## src/rtl/sts_uart_pkg.sv

```systemverilog
package sts_uart_pkg;
   typedef enum logic [2:0] {
      PH_IDLE, PH_START, PH_DATA, PH_EXTRA, PH_STOP1, PH_STOP2
   } phase_t;

   // status byte positions (software decodes these)
   localparam int unsigned ST_TDRE = 7;
   localparam int unsigned ST_FER  = 4;
   localparam int unsigned ST_PER  = 3;
   localparam int unsigned ST_TEND = 2;
   localparam int unsigned ST_MPB  = 1;
   localparam int unsigned ST_MPBT = 0;

   localparam logic [1:0] A_HOLD = 2'd0;
   localparam logic [1:0] A_RBUF = 2'd1;
   localparam logic [1:0] A_STAT = 2'd2;
endpackage

```

## src/rtl/sts_uart_tx.sv

```systemverilog
module sts_uart_tx
   import sts_uart_pkg::*;
#(
   parameter int unsigned DATA_W = 8,
   parameter int unsigned OVS    = 16
) (
   input  logic              clk,
   input  logic              rst_n,
   input  logic              tick,
   input  logic              enable,
   input  logic              par_en,
   input  logic              par_odd,
   input  logic              mp_mode,
   input  logic              two_stop,
   input  logic              mp_bit,
   input  logic              pending,
   input  logic [DATA_W-1:0] data,
   output logic              load,
   output logic              last_done,
   output logic              txd
);
   localparam int unsigned CW = $clog2(OVS);
   localparam int unsigned BW = $clog2(DATA_W);
   localparam logic [CW-1:0] LAST_T = CW'(OVS - 1);
   localparam logic [BW-1:0] LAST_B = BW'(DATA_W - 1);

   phase_t            ph;
   logic [CW-1:0]     cnt;
   logic [BW-1:0]     bitn;
   logic [DATA_W-1:0] shreg;
   logic              xbit;
   logic              bit_end;

   assign load      = enable && (ph == PH_IDLE) && pending;
   assign bit_end   = tick && (cnt == LAST_T);
   assign last_done = bit_end && ((ph == PH_STOP1 && !two_stop) || ph == PH_STOP2);

   always_ff @(posedge clk or negedge rst_n) begin
      if (!rst_n) begin
         ph    <= PH_IDLE;
         cnt   <= '0;
         bitn  <= '0;
         shreg <= '0;
         xbit  <= 1'b0;
      end else if (!enable) begin
         ph  <= PH_IDLE;
         cnt <= '0;
      end else if (ph == PH_IDLE) begin
         if (pending) begin
            ph    <= PH_START;
            cnt   <= '0;
            shreg <= data;
            xbit  <= mp_mode ? mp_bit : (^data ^ par_odd);
         end
      end else begin
         if (tick) cnt <= bit_end ? '0 : cnt + 1'b1;
         if (bit_end) begin
            case (ph)
               PH_START: begin
                  ph   <= PH_DATA;
                  bitn <= '0;
               end
               PH_DATA: begin
                  shreg <= shreg >> 1;
                  if (bitn == LAST_B) ph <= (par_en || mp_mode) ? PH_EXTRA : PH_STOP1;
                  else                bitn <= bitn + 1'b1;
               end
               PH_EXTRA: ph <= PH_STOP1;
               PH_STOP1: ph <= two_stop ? PH_STOP2 : PH_IDLE;
               default:  ph <= PH_IDLE;
            endcase
         end
      end
   end

   always_comb begin
      case (ph)
         PH_START: txd = 1'b0;
         PH_DATA:  txd = shreg[0];
         PH_EXTRA: txd = xbit;
         default:  txd = 1'b1;
      endcase
   end

   // the line idles high between frames
   assert_idle_line_high_R2: assert property (@(posedge clk) disable iff (!rst_n)
      (!enable) |=> txd);
endmodule

```

## src/rtl/sts_uart_rx.sv

```systemverilog
module sts_uart_rx
   import sts_uart_pkg::*;
#(
   parameter int unsigned DATA_W      = 8,
   parameter int unsigned OVS         = 16,
   parameter int unsigned SYNC_STAGES = 2
) (
   input  logic              clk,
   input  logic              rst_n,
   input  logic              tick,
   input  logic              enable,
   input  logic              par_en,
   input  logic              par_odd,
   input  logic              mp_mode,
   input  logic              two_stop,
   input  logic              rxd,
   output logic              done,
   output logic [DATA_W-1:0] data,
   output logic              stop_bad,
   output logic              par_bad,
   output logic              mp_val
);
   localparam int unsigned CW = $clog2(OVS);
   localparam int unsigned BW = $clog2(DATA_W);
   localparam logic [CW-1:0] LAST_T = CW'(OVS - 1);
   localparam logic [CW-1:0] MID_T  = CW'(OVS / 2 - 1);
   localparam logic [BW-1:0] LAST_B = BW'(DATA_W - 1);

   logic rx_s;

   generate
      if (SYNC_STAGES == 0) begin : g_nosync
         assign rx_s = rxd;
      end else begin : g_sync
         logic [SYNC_STAGES-1:0] chain;
         logic [SYNC_STAGES:0]   chain_w;
         assign chain_w = {chain, rxd};
         always_ff @(posedge clk or negedge rst_n) begin
            if (!rst_n) chain <= '1;
            else        chain <= chain_w[SYNC_STAGES-1:0];
         end
         assign rx_s = chain[SYNC_STAGES-1];
      end
   endgenerate

   phase_t            ph;
   logic [CW-1:0]     cnt;
   logic [BW-1:0]     bitn;
   logic [DATA_W-1:0] shreg;
   logic              xbit;

   always_ff @(posedge clk or negedge rst_n) begin
      if (!rst_n) begin
         ph       <= PH_IDLE;
         cnt      <= '0;
         bitn     <= '0;
         shreg    <= '0;
         xbit     <= 1'b0;
         done     <= 1'b0;
         data     <= '0;
         stop_bad <= 1'b0;
         par_bad  <= 1'b0;
         mp_val   <= 1'b0;
      end else begin
         done <= 1'b0;
         if (!enable) begin
            ph  <= PH_IDLE;
            cnt <= '0;
         end else if (tick) begin
            case (ph)
               PH_IDLE: if (!rx_s) begin
                  ph  <= PH_START;
                  cnt <= '0;
               end
               PH_START: if (cnt == MID_T) begin
                  cnt  <= '0;
                  bitn <= '0;
                  ph   <= rx_s ? PH_IDLE : PH_DATA;   // glitch reject
               end else begin
                  cnt <= cnt + 1'b1;
               end
               default: if (cnt != LAST_T) begin
                  cnt <= cnt + 1'b1;
               end else begin
                  cnt <= '0;
                  case (ph)
                     PH_DATA: begin
                        shreg <= {rx_s, shreg[DATA_W-1:1]};
                        if (bitn == LAST_B) ph <= (par_en || mp_mode) ? PH_EXTRA : PH_STOP1;
                        else                bitn <= bitn + 1'b1;
                     end
                     PH_EXTRA: begin
                        xbit <= rx_s;
                        ph   <= PH_STOP1;
                     end
                     PH_STOP1: begin
                        done     <= 1'b1;
                        data     <= shreg;
                        stop_bad <= !rx_s;
                        par_bad  <= par_en && !mp_mode && (xbit != (^shreg ^ par_odd));
                        mp_val   <= xbit;
                        ph       <= two_stop ? PH_STOP2 : PH_IDLE;
                     end
                     default: ph <= PH_IDLE;
                  endcase
               end
            endcase
         end
      end
   end

   // a disabled receiver never reports a frame
   assert_no_frame_when_off_R8: assert property (@(posedge clk) disable iff (!rst_n)
      (!enable) |=> !done);
endmodule

```

## src/rtl/serial_status_uart.sv

```systemverilog
module serial_status_uart
   import sts_uart_pkg::*;
#(
   parameter int unsigned DATA_W      = 8,
   parameter int unsigned OVS         = 16,
   parameter int unsigned SYNC_STAGES = 2
) (
   input  logic              clk,
   input  logic              rst_n,
   input  logic              baud_tick,
   input  logic              tx_en,
   input  logic              rx_en,
   input  logic              par_en,
   input  logic              par_odd,
   input  logic              mp_mode,
   input  logic              two_stop,
   input  logic [1:0]        bus_addr,
   input  logic              bus_wr,
   input  logic              bus_rd,
   input  logic [7:0]        bus_wdata,
   output logic [7:0]        bus_rdata,
   input  logic              xfer_wr,
   input  logic [DATA_W-1:0] xfer_wdata,
   input  logic              rxd,
   output logic              txd
);
   generate
      if (OVS < 4 || (OVS & (OVS - 1)) != 0) begin : g_bad_ovs
         $error("OVS must be a power of two of at least 4");
      end
      if (DATA_W < 5 || DATA_W > 8) begin : g_bad_width
         $error("DATA_W must lie in 5..8");
      end
      if (SYNC_STAGES > 3) begin : g_bad_sync
         $error("SYNC_STAGES must lie in 0..3");
      end
   endgenerate

   logic [DATA_W-1:0] hold_q, rbuf_q, rx_data;
   logic tdre_q, fer_q, per_q, tend_q, mpb_q, mpbt_q;
   logic seen_fer, seen_per, seen_tdre;
   logic tx_load, tx_last, rx_done, rx_stop_bad, rx_par_bad, rx_mp;
   logic st_wr, st_rd, hold_wr, commit_wr;
   logic [7:0] status;

   assign st_wr     = bus_wr && (bus_addr == A_STAT);
   assign st_rd     = bus_rd && (bus_addr == A_STAT);
   assign hold_wr   = bus_wr && (bus_addr == A_HOLD);
   assign commit_wr = st_wr && !bus_wdata[ST_TDRE] && seen_tdre;

   assign status = {tdre_q, 2'b00, fer_q, per_q, tend_q, mpb_q, mpbt_q};

   always_comb begin
      case (bus_addr)
         A_HOLD:  bus_rdata = 8'(hold_q);
         A_RBUF:  bus_rdata = 8'(rbuf_q);
         A_STAT:  bus_rdata = status;
         default: bus_rdata = 8'h00;
      endcase
   end

   sts_uart_tx #(.DATA_W(DATA_W), .OVS(OVS)) u_tx (
      .clk(clk), .rst_n(rst_n), .tick(baud_tick), .enable(tx_en),
      .par_en(par_en), .par_odd(par_odd), .mp_mode(mp_mode), .two_stop(two_stop),
      .mp_bit(mpbt_q), .pending(!tdre_q), .data(hold_q),
      .load(tx_load), .last_done(tx_last), .txd(txd)
   );

   sts_uart_rx #(.DATA_W(DATA_W), .OVS(OVS), .SYNC_STAGES(SYNC_STAGES)) u_rx (
      .clk(clk), .rst_n(rst_n), .tick(baud_tick), .enable(rx_en),
      .par_en(par_en), .par_odd(par_odd), .mp_mode(mp_mode), .two_stop(two_stop),
      .rxd(rxd), .done(rx_done), .data(rx_data), .stop_bad(rx_stop_bad),
      .par_bad(rx_par_bad), .mp_val(rx_mp)
   );

   always_ff @(posedge clk or negedge rst_n) begin
      if (!rst_n) begin
         hold_q    <= '0;
         rbuf_q    <= '0;
         tdre_q    <= 1'b1;
         fer_q     <= 1'b0;
         per_q     <= 1'b0;
         tend_q    <= 1'b1;
         mpb_q     <= 1'b0;
         mpbt_q    <= 1'b0;
         seen_fer  <= 1'b0;
         seen_per  <= 1'b0;
         seen_tdre <= 1'b0;
      end else begin
         // read observations: any status write forgets them
         if (st_wr) begin
            seen_fer  <= 1'b0;
            seen_per  <= 1'b0;
            seen_tdre <= 1'b0;
         end else if (st_rd) begin
            seen_fer  <= seen_fer  | fer_q;
            seen_per  <= seen_per  | per_q;
            seen_tdre <= seen_tdre | tdre_q;
         end

         if (rx_done && rx_stop_bad)                      fer_q <= 1'b1;
         else if (st_wr && !bus_wdata[ST_FER] && seen_fer) fer_q <= 1'b0;

         if (rx_done && rx_par_bad)                       per_q <= 1'b1;
         else if (st_wr && !bus_wdata[ST_PER] && seen_per) per_q <= 1'b0;

         if (rx_done) rbuf_q <= rx_data;
         if (rx_done && mp_mode) mpb_q <= rx_mp;
         if (st_wr) mpbt_q <= bus_wdata[ST_MPBT];

         if (xfer_wr)      hold_q <= xfer_wdata;
         else if (hold_wr) hold_q <= bus_wdata[DATA_W-1:0];

         if (xfer_wr || hold_wr || commit_wr) tdre_q <= 1'b0;
         else if (tx_load)                    tdre_q <= 1'b1;

         if (!tx_en)                      tend_q <= 1'b1;
         else if (tx_last && tdre_q)      tend_q <= 1'b1;
         else if (xfer_wr || commit_wr)   tend_q <= 1'b0;
      end
   end

   assert_fer_clear_by_write_R5: assert property (@(posedge clk) disable iff (!rst_n)
      $fell(fer_q) |-> $past(st_wr && !bus_wdata[ST_FER]));
   assert_per_clear_by_write_R5: assert property (@(posedge clk) disable iff (!rst_n)
      $fell(per_q) |-> $past(st_wr && !bus_wdata[ST_PER]));
   assert_tend_when_disabled_R6: assert property (@(posedge clk) disable iff (!rst_n)
      (!tx_en) |=> tend_q);
   assert_tend_fall_source_R7: assert property (@(posedge clk) disable iff (!rst_n)
      $fell(tend_q) |-> $past(xfer_wr || (st_wr && !bus_wdata[ST_TDRE])));
   assert_mpb_hold_R8: assert property (@(posedge clk) disable iff (!rst_n)
      (!rx_en) |=> $stable(mpb_q));
   assert_tdre_set_on_load_R11: assert property (@(posedge clk) disable iff (!rst_n)
      $rose(tdre_q) |-> $past(tx_load));
endmodule

```

## config.mk

```make
export PLATFORM = sky130hd
export DESIGN_NAME = serial_status_uart
export DESIGN_NICKNAME = d
export VERILOG_FILES = /design/src/rtl/sts_uart_pkg.sv /design/src/rtl/sts_uart_tx.sv /design/src/rtl/sts_uart_rx.sv /design/src/rtl/serial_status_uart.sv
export SDC_FILE = /design/constraint.sdc
export NUM_CORES = 1
export LEC_CHECK = 0
export ABC_AREA = 1
export ABC_CLOCK_PERIOD_IN_PS = 1400
export BUFFER_PORTS_ARGS = -buffer_cell sky130_fd_sc_hd__buf_2
export CORE_ASPECT_RATIO = 1.2
export CORE_MARGIN = 2
export CORE_UTILIZATION = 53
export DETAILED_ROUTE_END_ITERATION = 6
export MAX_ROUTING_LAYER = met4
export PLACE_DENSITY = 0.76
export SETUP_SLACK_MARGIN = 0.02
export SLEW_MARGIN = 20
export SYNTH_ARGS = -nofsm -noshare
export SYNTH_HDL_FRONTEND = slang
export SYNTH_SLANG_ARGS = --single-unit
```

## constraint.sdc

```tcl
create_clock -name clk -period 1.4 [get_ports clk]
set_input_delay 0 -clock clk [delete_from_list [all_inputs] [get_ports clk]]
set_output_delay 0 -clock clk [all_outputs]
set_load 0.02 [all_outputs]
```

; Word-level counts from Yosys, hierarchy flattened
; Cells that the tools add are included.
; W data, S select, Z words.
[op_classes]
n_reduce_logical = 58
n_eq_ne = 32
bitwise = 10
mux = 64
n_addsub = 4
[ops]
columns = cell, count
row1 = $mux W3, 18
row2 = $mux W8, 6
row3 = $mux W4, 10
row4 = $reduce_and A5 Y1, 5
row5 = $pmux W8 S3, 1
row6 = $mux W1, 21
row7 = $logic_and A1 B1 Y1, 20
row8 = $pmux W3 S2, 3
row9 = $reduce_bool A2 Y1, 9
row10 = $reduce_xor A8 Y1, 2
row11 = $eq A3 B3 Y1 const B, 5
row12 = $eq A3 B2 Y1 const B, 4
row13 = $pmux W3 S4, 1
row14 = $ne A2 B2 Y1 const B, 5
row15 = $pmux W3 S3, 1
row16 = $add A4 B1 Y4 const B, 2
row17 = $ne A4 B4 Y1 const B, 2
row18 = $pmux W4 S2, 1
row19 = $logic_not A1 Y1, 7
row20 = $reduce_and A7 Y1, 1
row21 = $add A3 B1 Y3 const B, 2
row22 = $eq A3 B1 Y1 const B, 2
row23 = $logic_not A3 Y1, 2
row24 = $ne A3 B1 Y1 const B, 2
row25 = other kinds (21), 36
[totals]
output_inout_bits = 9
elab_cells = 195
regBits = 77

; Logic depth before layout (Yosys ltp)
; Gate-level depths: netlist of the first run.
[logic_depth]
ltp_word = 8
mapped_depth = 11
ltp_nobuf = 11

; By module
; A second synthesis of the first run with hierarchy kept.
[hier_totals]
hier_cells = 562
area_unflattened_um2 = 4330.4
[modules_own_cells]
columns = module, area_each_um2, cells_each, n_inst, seq_area_each_um2
row1 = sts_uart_rx, 1771.7, 217, 1, 828.3
row2 = serial_status_uart, 1282.5, 169, 1, 628.1
row3 = sts_uart_tx, 1276.2, 176, 1, 475.5

; Least setup slack after synthesis of the first run
; OpenSTA, ideal clock, no wires.
[synth_timing]
path_type = reg2reg
startpoint = register u_tx.ph[0]
endpoint = register u_tx.ph[1]
synth_period_minus_slack_ns = 1.447
path_slack_ns = -0.047
stages_incl_launch_ff = 12
setup_ns = 0.117
arrival_ns = 1.329
path_cell_list = dfrtp_1 buf_6 nor2_4 nand2_4 nand2_4 nor2_2 nor2_8 nand2_4 nor2_4 inv_2 nand2_1 nand2_1
[synth_between]
elab_chain_len = 5
word_cells_on_any_way = 13
classes_between = 7 x eq/ne / 4 x mux / 2 x reduce/logical
[synth_rtl]
columns = element, line
row1 = "start, declared", sts_uart_tx.sv:27  ; phase_t ph;
row2 = "start signal, assigned", sts_uart_tx.sv:65  ; if (bitn == LAST_B) ph <= (par_en || mp_mode) ? PH_EXTRA : PH_STOP1;
row3 = "start signal, assigned", sts_uart_tx.sv:69  ; PH_STOP1: ph <= two_stop ? PH_STOP2 : PH_IDLE;
row4 = "$eq A3 B3 Y1, or another cell as far along", sts_uart_tx.sv:58  ; case (ph)
row5 = $pmux W3 S4, sts_uart_tx.sv:58
row6 = $mux W3, sts_uart_tx.sv:57  ; if (bit_end) begin
row7 = $mux W3, sts_uart_tx.sv:48  ; end else if (ph == PH_IDLE) begin
row8 = $mux W3, sts_uart_tx.sv:45  ; end else if (!enable) begin
; Several ways; a longest one is shown, not always the timed one. The select of a mux whose other input is x is not followed.
; A chain may end at the register's enable or synchronous reset.

; Final worst setup path of the first run
[layout_timing]
startpoint = register u_rx.cnt[0]
endpoint = register u_rx.par_bad
[layout_between]
elab_chain_len = 3
[layout_rtl]
columns = element, line
row1 = "start, declared", sts_uart_rx.sv:47  ; logic [CW-1:0] cnt;
row2 = "start signal, assigned", sts_uart_rx.sv:80  ; cnt <= cnt + 1'b1;
row3 = "start signal, assigned", sts_uart_rx.sv:83  ; cnt <= cnt + 1'b1;
row4 = $ne A4 B4 Y1, sts_uart_rx.sv:82  ; default: if (cnt != LAST_T) begin
row5 = $not A1 Y1 (no line), -
row6 = $reduce_and A5 Y1 (no line), -
row7 = "end signal, assigned", sts_uart_rx.sv:100  ; par_bad <= par_en && !mp_mode && (xbit != (^shreg ^ par_odd));
row8 = "end, declared", sts_uart_rx.sv:20  ; output logic par_bad,
; No other way between the ends.

==> run metrics, run 1 <==
outcome finished, violations left; violated checks negative setup slack; # diodes 0; HP Class input pin to register; P_sw 3.074 mW; Int Pwr just under 5 mW; first-pass GRT wire length around 18,000 µm; max-slew violation count 0; max-cap violation count 0; port bufs 39; Power, Total 7.946 mW; Post-synth top flop dfrtp_1; PD cells between 1000 and 1500 nW/µm²; Mapped Area approximately 4000 µm²; Area contributors post-synth dfrtp_1 (45%), nand2_1 (14%), o21ai_0 (6.7%); Initial Util 0.5487; routed wire length roughly 11,000 µm; total CTS buffers 9; vias in the first global route about 3,800; placed wire-length estimate 6679 µm; PnR worst setup slack -0.1209 ns; routed vias between 3,000 and 4,000; Combinational Power Share 0.422; antenna violations before repair 0; final clock skew 0.01027 ns; Area Growth Syn to Fin 36.74%; Final Cycle Share 1.086; min Tclk post-route ~1.5 ns; sequential cell area 1933 µm²; synth cell count leaders nand2_1 (150), dfrtp_1 (73), inv_1 (70); routability cong. 0.8863; Worst Hold Path EP hold_q[2]$_DFFE_PN0P_; total clock sinks 77; GRT Residual Overflow 0; Synth Warn # 0; Die Ht ~100 µm; hold_sp xfer_wdata[2]; core area 7317 µm²; TritonCTS clock tree done; normalized max-slew margin 0.6900; worst r2r src u_rx.cnt[0]$_DFFE_PN0P_; Clock Tree Root clkbuf_8; Final Core Density 0.7503; setup_tns -1.122 ns; worst r2r path cells 8; GRT Util Overall 0.2753; Hold Path Stages 5; EDFF count, synth 0; delay of the slowest critical-path stage ~0.4 ns; asr flop ratio synth 1.000; Post-Syn Area per Cell just over 8 µm²; critical path type register to register; distinct cell type count after synthesis 42; sequential area share after synthesis 0.4811; final setup vio count 38; Routed WL per cell ~16 µm; Top Ports 40; Peak Freq 0.6575 GHz; post-route ant nets 0; DIE AREA a little over 8000 µm²; Syn Inst Count approximately 500; post-synth top area share 0.4550; clock power share 0.223; initial drt markers 246; CP max stage cell dfrtp_1; worst vdd ir 0.001057 V; CP Max Fanout 4; RSZ-0062 raised after global routing yes; crit path capture type register; clk_lat worst skew between 0.3 and 0.4 ns; Multi-input gate area roughly 2100 µm²; largest net degree at the start of global routing between 40 and 50; Worst-Margin Slew roughly 0.46 ns; RR Endpoint u_rx.par_bad$_DFFE_PN0P_; Filler cells around 480; Sw Ratio 0.3868; critical path launch point type register; Flop pwr share 0.355; WP data required ~1.7 ns; clk slew on worst S/H paths approximately 0.090 ns; share of cells above drive strength 1 0.3290; top cell type by total area after synthesis dfrtp_1; most common cell in the netlist nand2_1; Hold Vio Cnt, Final 0; DRC 0; Die Span X roughly 83 µm; CTS Buffer Depth 2; H-tree Lvls 3; Nets 652; post-synthesis register bit count 77; LEAKAGE 2.679 nW; WP data arrival ~1.8 ns; row cnt 34; syn nets 536; worst-path cell chain ha_4, nand3_4, nor3_4, nand2_4, buf_6, nor2_4, nand3_2, nand2_1; Vias/cell roughly 5.5; flop2flop setup slack -0.12 ns; Detailed Routing Iterations Pass 1 5
## cell families (layout without fill, tap and decap cells)
logic type	count (synthesis)	count (layout)	share of synthesized area
xor gates and xnor gates	10	10	0.02181
buffers and inverters	84	204	0.08476
AOI/OAI and AO/OA	97	97	0.1412
adders and majority gates	6	6	0.01870
and+or+nand+nor	225	226	0.2524
DFF	77	77	0.4811
## state kept, by name (all words and copies together) (netlist names), 2 cells and up
signal / flops
u_rx.cnt: 4
u_rx.bitn: 3
u_tx.bitn: 3
hold_q: 8
u_tx.ph: 3
u_rx.shreg: 8
u_rx.g_sync.chain: 2
rbuf_q: 8
u_tx.shreg: 8
u_rx.data: 8
u_rx.ph: 3
u_tx.cnt: 4
## through the flow
step	hold slack, ns	setup WS (ns)	area [µm²]	cells
after floorplan	-0.2956	-0.01765	4031	499
after global placement	-0.1027	-0.05142	4546	651
after detailed placement	-0.09923	-0.08705	4546	651
after CTS	0.005644	-0.04536	5213	701
after global routing	0.05412	-0.1972	5490	710
final	0.02556	-0.1209	5490	710
## power by group through the flow
stage	Sequential [mW]	Clock (mW)	Combinational (mW)
after floorplan	2.77	0	1.55
after global placement	2.81	0	2.21
after detailed placement	2.83	0	2.29
after CTS	2.78	1.79	2.80
after global routing	2.85	1.90	3.63
final	2.82	1.77	3.35
## cell type report
type,count,share of cell area
Multi-Input combinational cell,339,0.3778
Clock buffer,9,0.02256
Tap cell,90,0.02051
Clock inverter,7,0.01481
Inverter,73,0.05036
Timing Repair Buffer,115,0.1618
Sequential cell,77,0.3521
## routing by layer
| metal | part of all wire | wire length [µm] | vias up | GRT usage |
|---|---|---|---|---|
| met2 | 0.51 | 5692 | 154 | 0.4553 |
| met5 | 0 | 0 | - | - |
| met4 | 0.033 | 374 | 0 | 0.1377 |
| met1 | 0.41 | 4610 | 1882 | 0.3324 |
| met3 | 0.049 | 545 | 35 | 0.03983 |
| li1 | - | - | 1858 | - |
## layout by cell type, fill, tap and decap left out, types with 5 or more instances in the layout
cell | netlist | routed
nand2_1 | 150 | 128
dfrtp_1 | 73 | 72
inv_1 | 70 | 64
buf_4 | 0 | 45
buf_2 | 3 | 36
o21ai_0 | 54 | 25
o21ai_1 | 2 | 24
dlygate4sd3_1 | 0 | 20
nand3_1 | 24 | 16
nand2_2 | 1 | 14
nor2_1 | 23 | 13
nand2_4 | 4 | 13
buf_6 | 1 | 12
o211ai_1 | 9 | 9
clkbuf_8 | 0 | 9
inv_2 | 2 | 8
nor2_4 | 3 | 8
nor2_2 | 3 | 8
nand3_2 | 1 | 7
o21ai_2 | 0 | 7
a21oi_1 | 11 | 7
o221ai_1 | 6 | 6
xnor2_1 | 5 | 5
xor2_1 | 5 | 5
a31oi_1 | 6 | 5
## worst max-delay path: cells and delay by family (launching register included)
family | cells | cell delay [ns]
simple gates | 6 | 0.72
buf+inv | 1 | 0.16
fa+ha+maj | 1 | 0.19
flops | 1 | 0.40
## repair_timing
action	in CTS	in global routing
setup buffers	12	9
endpoints found under the hold margin	93	0
hold buffers	20	0
resized for setup	65	66
cloned	2	0
pin swaps	23	27
endpoints found under the setup margin	45	58
## worst max path at each step
stage / startpoint / end / slack, ns / cells past startpoint
6_report: u_rx.cnt[0]$_DFFE_PN0P_ / u_rx.par_bad$_DFFE_PN0P_ / -0.12 / 8
5_1_grt: u_rx.cnt[1]$_DFFE_PN0P_ / u_rx.par_bad$_DFFE_PN0P_ / -0.20 / 8
4_1_cts: u_rx.cnt[1]$_DFFE_PN0P_ / u_rx.par_bad$_DFFE_PN0P_ / -0.05 / 8
3_5_place_dp: u_rx.cnt[0]$_DFFE_PN0P_ / u_rx.data[1]$_DFFE_PN0P_ / -0.09 / 7
3_3_place_gp: u_rx.cnt[0]$_DFFE_PN0P_ / u_rx.cnt[3]$_DFFE_PN0P_ / -0.05 / 7
2_1_floorplan: u_tx.ph[0]$_DFFE_PN0P_ / u_tx.ph[1]$_DFFE_PN0P_ / -0.02 / 11
(Power assumes the default switching activity.)
==> run 2, diff against run 1 <==
--- a/config.mk
+++ b/config.mk
@@ -7,13 +7,13 @@
 export LEC_CHECK = 0
 export ABC_AREA = 1
 export ABC_CLOCK_PERIOD_IN_PS = 1400
-export BUFFER_PORTS_ARGS = -buffer_cell sky130_fd_sc_hd__buf_2
 export CORE_ASPECT_RATIO = 1.2
 export CORE_MARGIN = 2
-export CORE_UTILIZATION = 53
+export CORE_UTILIZATION = 57
 export DETAILED_ROUTE_END_ITERATION = 6
+export DONT_BUFFER_PORTS = 1
 export MAX_ROUTING_LAYER = met4
-export PLACE_DENSITY = 0.76
+export PLACE_DENSITY = 0.75
 export SETUP_SLACK_MARGIN = 0.02
 export SLEW_MARGIN = 20
 export SYNTH_ARGS = -nofsm -noshare
==> run metrics, run 2 (synthesis results as in run 1) <==
total CTS buffers 9 (unchanged); Top Ports 40 (unchanged); Die Span X 80.62 µm (-3.4%); port bufs 0 (-100%); core area 6813 µm² (-6.9%); commonest non-fill, non-tap cell in the layout nand2_1; total clock sinks 77 (unchanged); Filler cells 378 (-22%); GRT Util Overall 0.2977 (+0.02240); worst vdd ir 0.0009109 V (-14%); Die Ht 95.94 µm (-3.4%); Top delay family on crit path flip-flops; share of cells above drive strength 1 0.3166 (-0.01245); initial drt markers 366 (+49%); normalized max-slew margin 0.6360 (-0.05403); LEAKAGE 2.648 nW (-1.1%); TritonCTS clock tree done; GRT Residual Overflow 0 (unchanged); Clock Tree Root clkbuf_8; flop2flop setup slack -0.09 ns (+0.03 ns); Initial Util 0.5893 (+0.04061); CP Max Fanout 8 (+4); H-tree Lvls 3 (unchanged); final setup vio count 40 (+5.3%); Power, Total 7.694 mW (-3.2%); max-slew violation count 0 (unchanged); Nets 629 (-3.5%); max-cap violation count 0 (unchanged); clk slew on worst S/H paths 0.09 ns (about the same); routability cong. 0.8403 (-5.2%); worst-path cell chain ha_4, nand3_4, nor3_4, buf_6, nand2_8, buf_12, nand2_2, o21ai_1; # diodes 0 (unchanged); CP max stage cell dfrtp_1; PnR worst setup slack -0.09057 ns (+0.03034 ns); crit path capture type register; Place WS -0.1165 ns (-0.02943 ns); HP Class input pin to async pin; routed wire length 12,280 µm (+9.4%); WP buf/inv 2 (+1); DIE AREA 7734 µm² (-6.7%); critical path launch point type register; DRC 0 (unchanged); Final Core Density 0.8184 (+0.06802); post-route ant nets 0 (unchanged); vias in the first global route 3,681 (-3.3%); first-pass GRT wire length 16,970 µm (-3.6%); Routed WL per cell 17.95 µm (+14%); outcome finished, violations left; clk_lat worst skew 0.37 ns (about the same); delay of the slowest critical-path stage 0.42 ns (+0.02 ns); critical path type register to register; most frequent cells in the layout nand2_1 (111), dfrtp_1 (72), inv_1 (62); hold slack final -0.6876 ns (-0.7132 ns); WP data required 1.66 ns (-0.03 ns); Peak Freq 0.6709 GHz (+2.0%); largest net degree at the start of global routing 78 (+90%); Worst-Margin Slew 0.5448 ns (+0.07986 ns); placed wire-length estimate 6318 µm (-5.4%); PD cells 1380 nW/µm² (-4.6%); row cnt 33 (-2.9%); RSZ-0062 raised after global routing yes; Area Growth Syn to Fin 38.86%; Hold Vio Cnt, Final 77 (+77); antenna violations before repair 0 (unchanged); WP data arrival 1.75 ns (-0.06 ns); routed vias 4,011 (+2.1%); Detailed Routing Iterations Pass 1 5 (unchanged); violated checks negative hold slack, negative setup slack; CTS Buffer Depth 2 (unchanged); Final Cycle Share 1.065 (-0.02167); min Tclk post-route 1.491 ns (-0.03034 ns); final clock skew 0.01371 ns (+0.003445 ns); Vias/cell 5.864 (+6.0%); setup_tns -1.777 ns (-0.6549 ns)
## run 2: stage by stage
stage / cells / area (µm²)
3_3_place_gp: 608 / 4349
2_1_floorplan: 499 / 4031
4_1_cts: 663 / 5050
5_1_grt: 684 / 5575
6_report: 684 / 5575
3_5_place_dp: 608 / 4349
## run 2: path summary, 6_finish.rpt
path / endpoint / startpoint / cells past startpoint
max in group asynchronous: u_rx.g_sync.chain[1]$_DFF_PN1_ / rst_n / 0
min in group clk: u_tx.cnt[1]$_DFFE_PN0P_ / tx_en / 4
max reg2reg: u_rx.shreg[0]$_DFFE_PN0P_ / u_rx.cnt[1]$_DFFE_PN0P_ / 8
max: u_rx.shreg[0]$_DFFE_PN0P_ / u_rx.cnt[1]$_DFFE_PN0P_ / 8
min: u_tx.bitn[0]$_DFFE_PN0P_ / rst_n / 0
min reg2reg: u_rx.g_sync.chain[1]$_DFF_PN1_ / u_rx.g_sync.chain[0]$_DFF_PN1_ / 0
## run 2: worst register-to-register path, stage by stage, from the launching register on
cell and delay [ns]:
dfrtp_1 0.42, ha_4 0.18, nand3_4 0.09, nor3_4 0.22, buf_6 0.16, nand2_8 0.06
buf_12 0.14, nand2_2 0.05, o21ai_1 0.06
## run 2: area by class of cell
class / instances / area [µm²] / area share
clock buffer: 9 / 123.9 / 0.02222
inverter: 73 / 289.0 / 0.05184
tap: 87 / 108.9 / 0.01952
timing repair buffer: 92 / 883.3 / 0.1584
multi-input combinational: 339 / 2158 / 0.3871
sequential: 77 / 1933 / 0.3467
clock inverter: 7 / 78.83 / 0.01414
## run 2: power by group
part	internal, mW	leakage (nW)	switching (mW)
clock	0.853	0.105	0.966
combinational	1.30	1.54	1.76
sequential	2.56	1.00	0.264
total	4.71	2.65	2.99
## run 2: repair_timing
item,CTS,global route
resized for setup,49,101
hold endpoints to repair,109,80
endpoints found under the setup margin,41,57
pin swaps,14,16
hold buffers,28,2
setup buffers,9,16
gates cloned,2,3
## run 2: per-layer routing
metal  share of wire  vias to the layer above  track usage  routed length (µm)
li1                -                     1803            -                   -
met1            0.36                     1915       0.3454                4435
met2            0.51                      214       0.4854                6260
met3           0.074                       79      0.05535                 911
met4           0.055                        0       0.1709                 669
met5               0                        -            -                   0
==> run 3, diff against run 2 <==
--- a/config.mk
+++ b/config.mk
@@ -9,13 +9,15 @@
 export ABC_CLOCK_PERIOD_IN_PS = 1400
 export CORE_ASPECT_RATIO = 1.2
 export CORE_MARGIN = 2
-export CORE_UTILIZATION = 57
+export CORE_UTILIZATION = 58
 export DETAILED_ROUTE_END_ITERATION = 6
 export DONT_BUFFER_PORTS = 1
 export MAX_ROUTING_LAYER = met4
-export PLACE_DENSITY = 0.75
+export PLACE_DENSITY = 0.76
 export SETUP_SLACK_MARGIN = 0.02
+export SKIP_LAST_GASP = 1
 export SLEW_MARGIN = 20
 export SYNTH_ARGS = -nofsm -noshare
 export SYNTH_HDL_FRONTEND = slang
+export SYNTH_HIERARCHICAL = 1
 export SYNTH_SLANG_ARGS = --single-unit
==> run metrics, run 3 <==
Area after DPL 4591 µm² (+5.6%); violated checks negative hold slack, negative setup slack; flop2flop setup slack -0.13 ns (-0.04 ns); WP data arrival 1.78 ns (+0.03 ns); placed wire-length estimate 6698 µm (+6.0%); post-synthesis register bit count 77 (unchanged); Post-Syn Area per Cell 7.705 µm² (-4.2%); critical path launch point type register; max-cap violation count 0 (unchanged); syn nets 599 (+12%); post-synth top area share 0.4218 (-0.03313); Final Cycle Share 1.094 (+0.02964); GRT Residual Overflow 0 (unchanged); Detailed Routing Iterations Pass 1 5 (unchanged); Clock Tree Root clkbuf_8; LEAKAGE 2.694 nW (+1.7%); core area 7232 µm² (+6.2%); Worst-Margin Slew 0.6079 ns (+0.06309 ns); vias in the first global route 4,062 (+10%); Area contributors post-synth dfrtp_1 (42%), nand2_1 (18%), inv_1 (6.1%); share of cells above drive strength 1 0.2733 (-0.04329); PD cells 1265 nW/µm² (-8.4%); Top Ports 40 (unchanged); Hold Vio Cnt, Final 77 (unchanged); Peak Freq 0.6527 GHz (-2.7%); first-pass GRT wire length 18,540 µm (+9.2%); sequential area share after synthesis 0.4461 (-0.03503); routed wire length 11,390 µm (-7.2%); commonest non-fill, non-tap cell in the layout nand2_1; Die Span X 82.88 µm (+2.8%); clk slew on worst S/H paths 0.10 ns (about the same); routed vias 4,036 (+0.62%); Place WS -0.3170 ns (-0.2005 ns); crit path capture type register; asr flop ratio synth 1.000 (unchanged); row cnt 34 (+3.0%); RSZ-0062 raised after global routing yes; HP Class input pin to async pin; normalized max-slew margin 0.5930 (-0.04306); TritonCTS clock tree done; worst vdd ir 0.001043 V (+14%); hold slack final -0.6956 ns (-0.007941 ns); DIE AREA 8177 µm² (+5.7%); # diodes 0 (unchanged); CP Max Fanout 4 (-4); total clock sinks 77 (unchanged); final standard cell area without fillers 5569 µm² (-0.11%); worst r2r path cells 10 (+2); Die Ht 98.66 µm (+2.8%); largest net degree at the start of global routing 78 (unchanged); PnR worst setup slack -0.1321 ns (-0.04150 ns); max-slew violation count 0 (unchanged); final clock skew 0.01667 ns (+0.002952 ns); port bufs 0 (unchanged); Vias/cell 5.499 (-6.2%); post-route ant nets 0 (unchanged); most frequent cells in the layout nand2_1 (191), dfrtp_1 (68), inv_1 (60); EDFF count, synth 0 (unchanged); initial drt markers 306 (-16%); Syn Inst Count 562 (+13%); CTS Buffer Depth 2 (unchanged); Synth Warn # 6 (+6); total CTS buffers 9 (unchanged); GRT Util Overall 0.2888 (-0.008928); clk_lat worst skew 0.37 ns (about the same); min Tclk post-route 1.532 ns (+0.04150 ns); Nets 676 (+7.5%); worst r2r src u_tx/cnt[0]$_DFFE_PN0P_; synth cell count leaders nand2_1 (203), dfrtp_1 (73), inv_1 (70); Initial Util 0.5988 (+0.009441); Mapped Area 4330 µm² (+7.9%); antenna violations before repair 0 (unchanged); H-tree Lvls 3 (unchanged); most common cell in the netlist nand2_1; top cell type by total area after synthesis dfrtp_1; Area Growth Syn to Fin 28.60%; Post-synth top flop dfrtp_1; critical path type register to register; WP data required 1.65 ns (about the same); Routed WL per cell 15.52 µm (-14%); routability cong. 0.9118 (+8.5%); outcome finished, violations left; distinct cell type count after synthesis 41 (-2.4%); RR Endpoint u_tx/ph[2]$_DFFE_PN0P_; final setup vio count 47 (+18%); DRC 0 (unchanged); Power, Total 7.042 mW (-8.5%)
run 3: cell types whose count changed in the layout (fill, tap and decap cells not counted), moves of 5 or more:
cell     previous run  this run
nand2_4            17        10
buf_6              10         5
o21ai_2            10        15
buf_4              47        35
inv_2               9        15
nand2_2            26        13
a31oi_1             6         1
nor2_4              7        12
nand2_1           111       191
run 3: final cells by class:
cell class                 instances  area, µm²
multi-input combinational        394       2266
sequential                        77       1938
fill                             452       1663
inverter                          81      321.6
timing repair buffer              76      724.4
clock inverter                     7      82.58
tap                               90      112.6
clock buffer                       9      123.9
run 3: worst max-delay path by stage:
stage | start | to | slack, ns | depth (start not counted)
after floorplan | u_tx/ph[0]$_DFFE_PN0P_ | u_tx/cnt[0]$_DFFE_PN0P_ | 0.02 | 10
after global placement | u_tx/cnt[0]$_DFFE_PN0P_ | tend_q$_DFFE_PN1P_ | -0.23 | 5
after detailed placement | u_tx/cnt[1]$_DFFE_PN0P_ | tend_q$_DFFE_PN1P_ | -0.32 | 5
after CTS | u_rx/cnt[1]$_DFFE_PN0P_ | u_rx/bitn[0]$_DFFE_PN0P_ | -0.04 | 11
after global routing | u_tx/cnt[1]$_DFFE_PN0P_ | u_tx/ph[2]$_DFFE_PN0P_ | -0.17 | 10
final | u_tx/cnt[0]$_DFFE_PN0P_ | u_tx/ph[2]$_DFFE_PN0P_ | -0.13 | 10
run 3: cells by family after synthesis:
logic type                 Yosys count  share of synthesized area
xor gates and xnor gates             4                   0.008092
DFF                                 77                     0.4461
buffers and inverters               91                    0.08928
adders and majority gates            6                    0.01734
AOI/OAI and AO/OA                   89                     0.1271
and+or+nand+nor                    295                     0.3120
run 3: critical path, cell delays in order (launching register included):
cell,delay [ns]
dfrtp_1,0.42
ha_2,0.20
nand4_1,0.12
buf_6,0.15
inv_4,0.04
nor2_4,0.13
nor2_4,0.06
o21ai_4,0.07
inv_2,0.08
nand2_1,0.08
o21ai_1,0.07
run 3: stage by stage:
step	util	std cells	setup TNS, ns
2_1_floorplan	-	562	0
3_3_place_gp	0.6348	668	-0.4900
3_5_place_dp	0.6348	668	-1.250
4_1_cts	0.7356	725	-0.1778
5_1_grt	0.7701	734	-4.925
6_report	0.7701	734	-2.040
run 3: power breakdown:
part | switching, mW | internal, mW | leakage (nW)
logic | 1.42 | 1.08 | 1.58
clock network | 0.941 | 0.851 | 0.0984
registers | 0.232 | 2.53 | 1.01
run 3: routing by layer:
metal | wire [µm] | vias to the layer above | track usage
li1 | - | 1928 | -
met5 | 0 | - | -
met1 | 4472 | 1897 | 0.3289
met4 | 489 | 0 | 0.1450
met2 | 5685 | 163 | 0.4826
met3 | 743 | 48 | 0.06198
run 3: timing repair:
item,in CTS,in global routing
setup endpoints to repair,37,64
gates cloned,1,0
hold endpoints to repair,112,79
pin swaps,17,21
buffers inserted,8,8
hold buffers,32,2
resized for setup,39,55
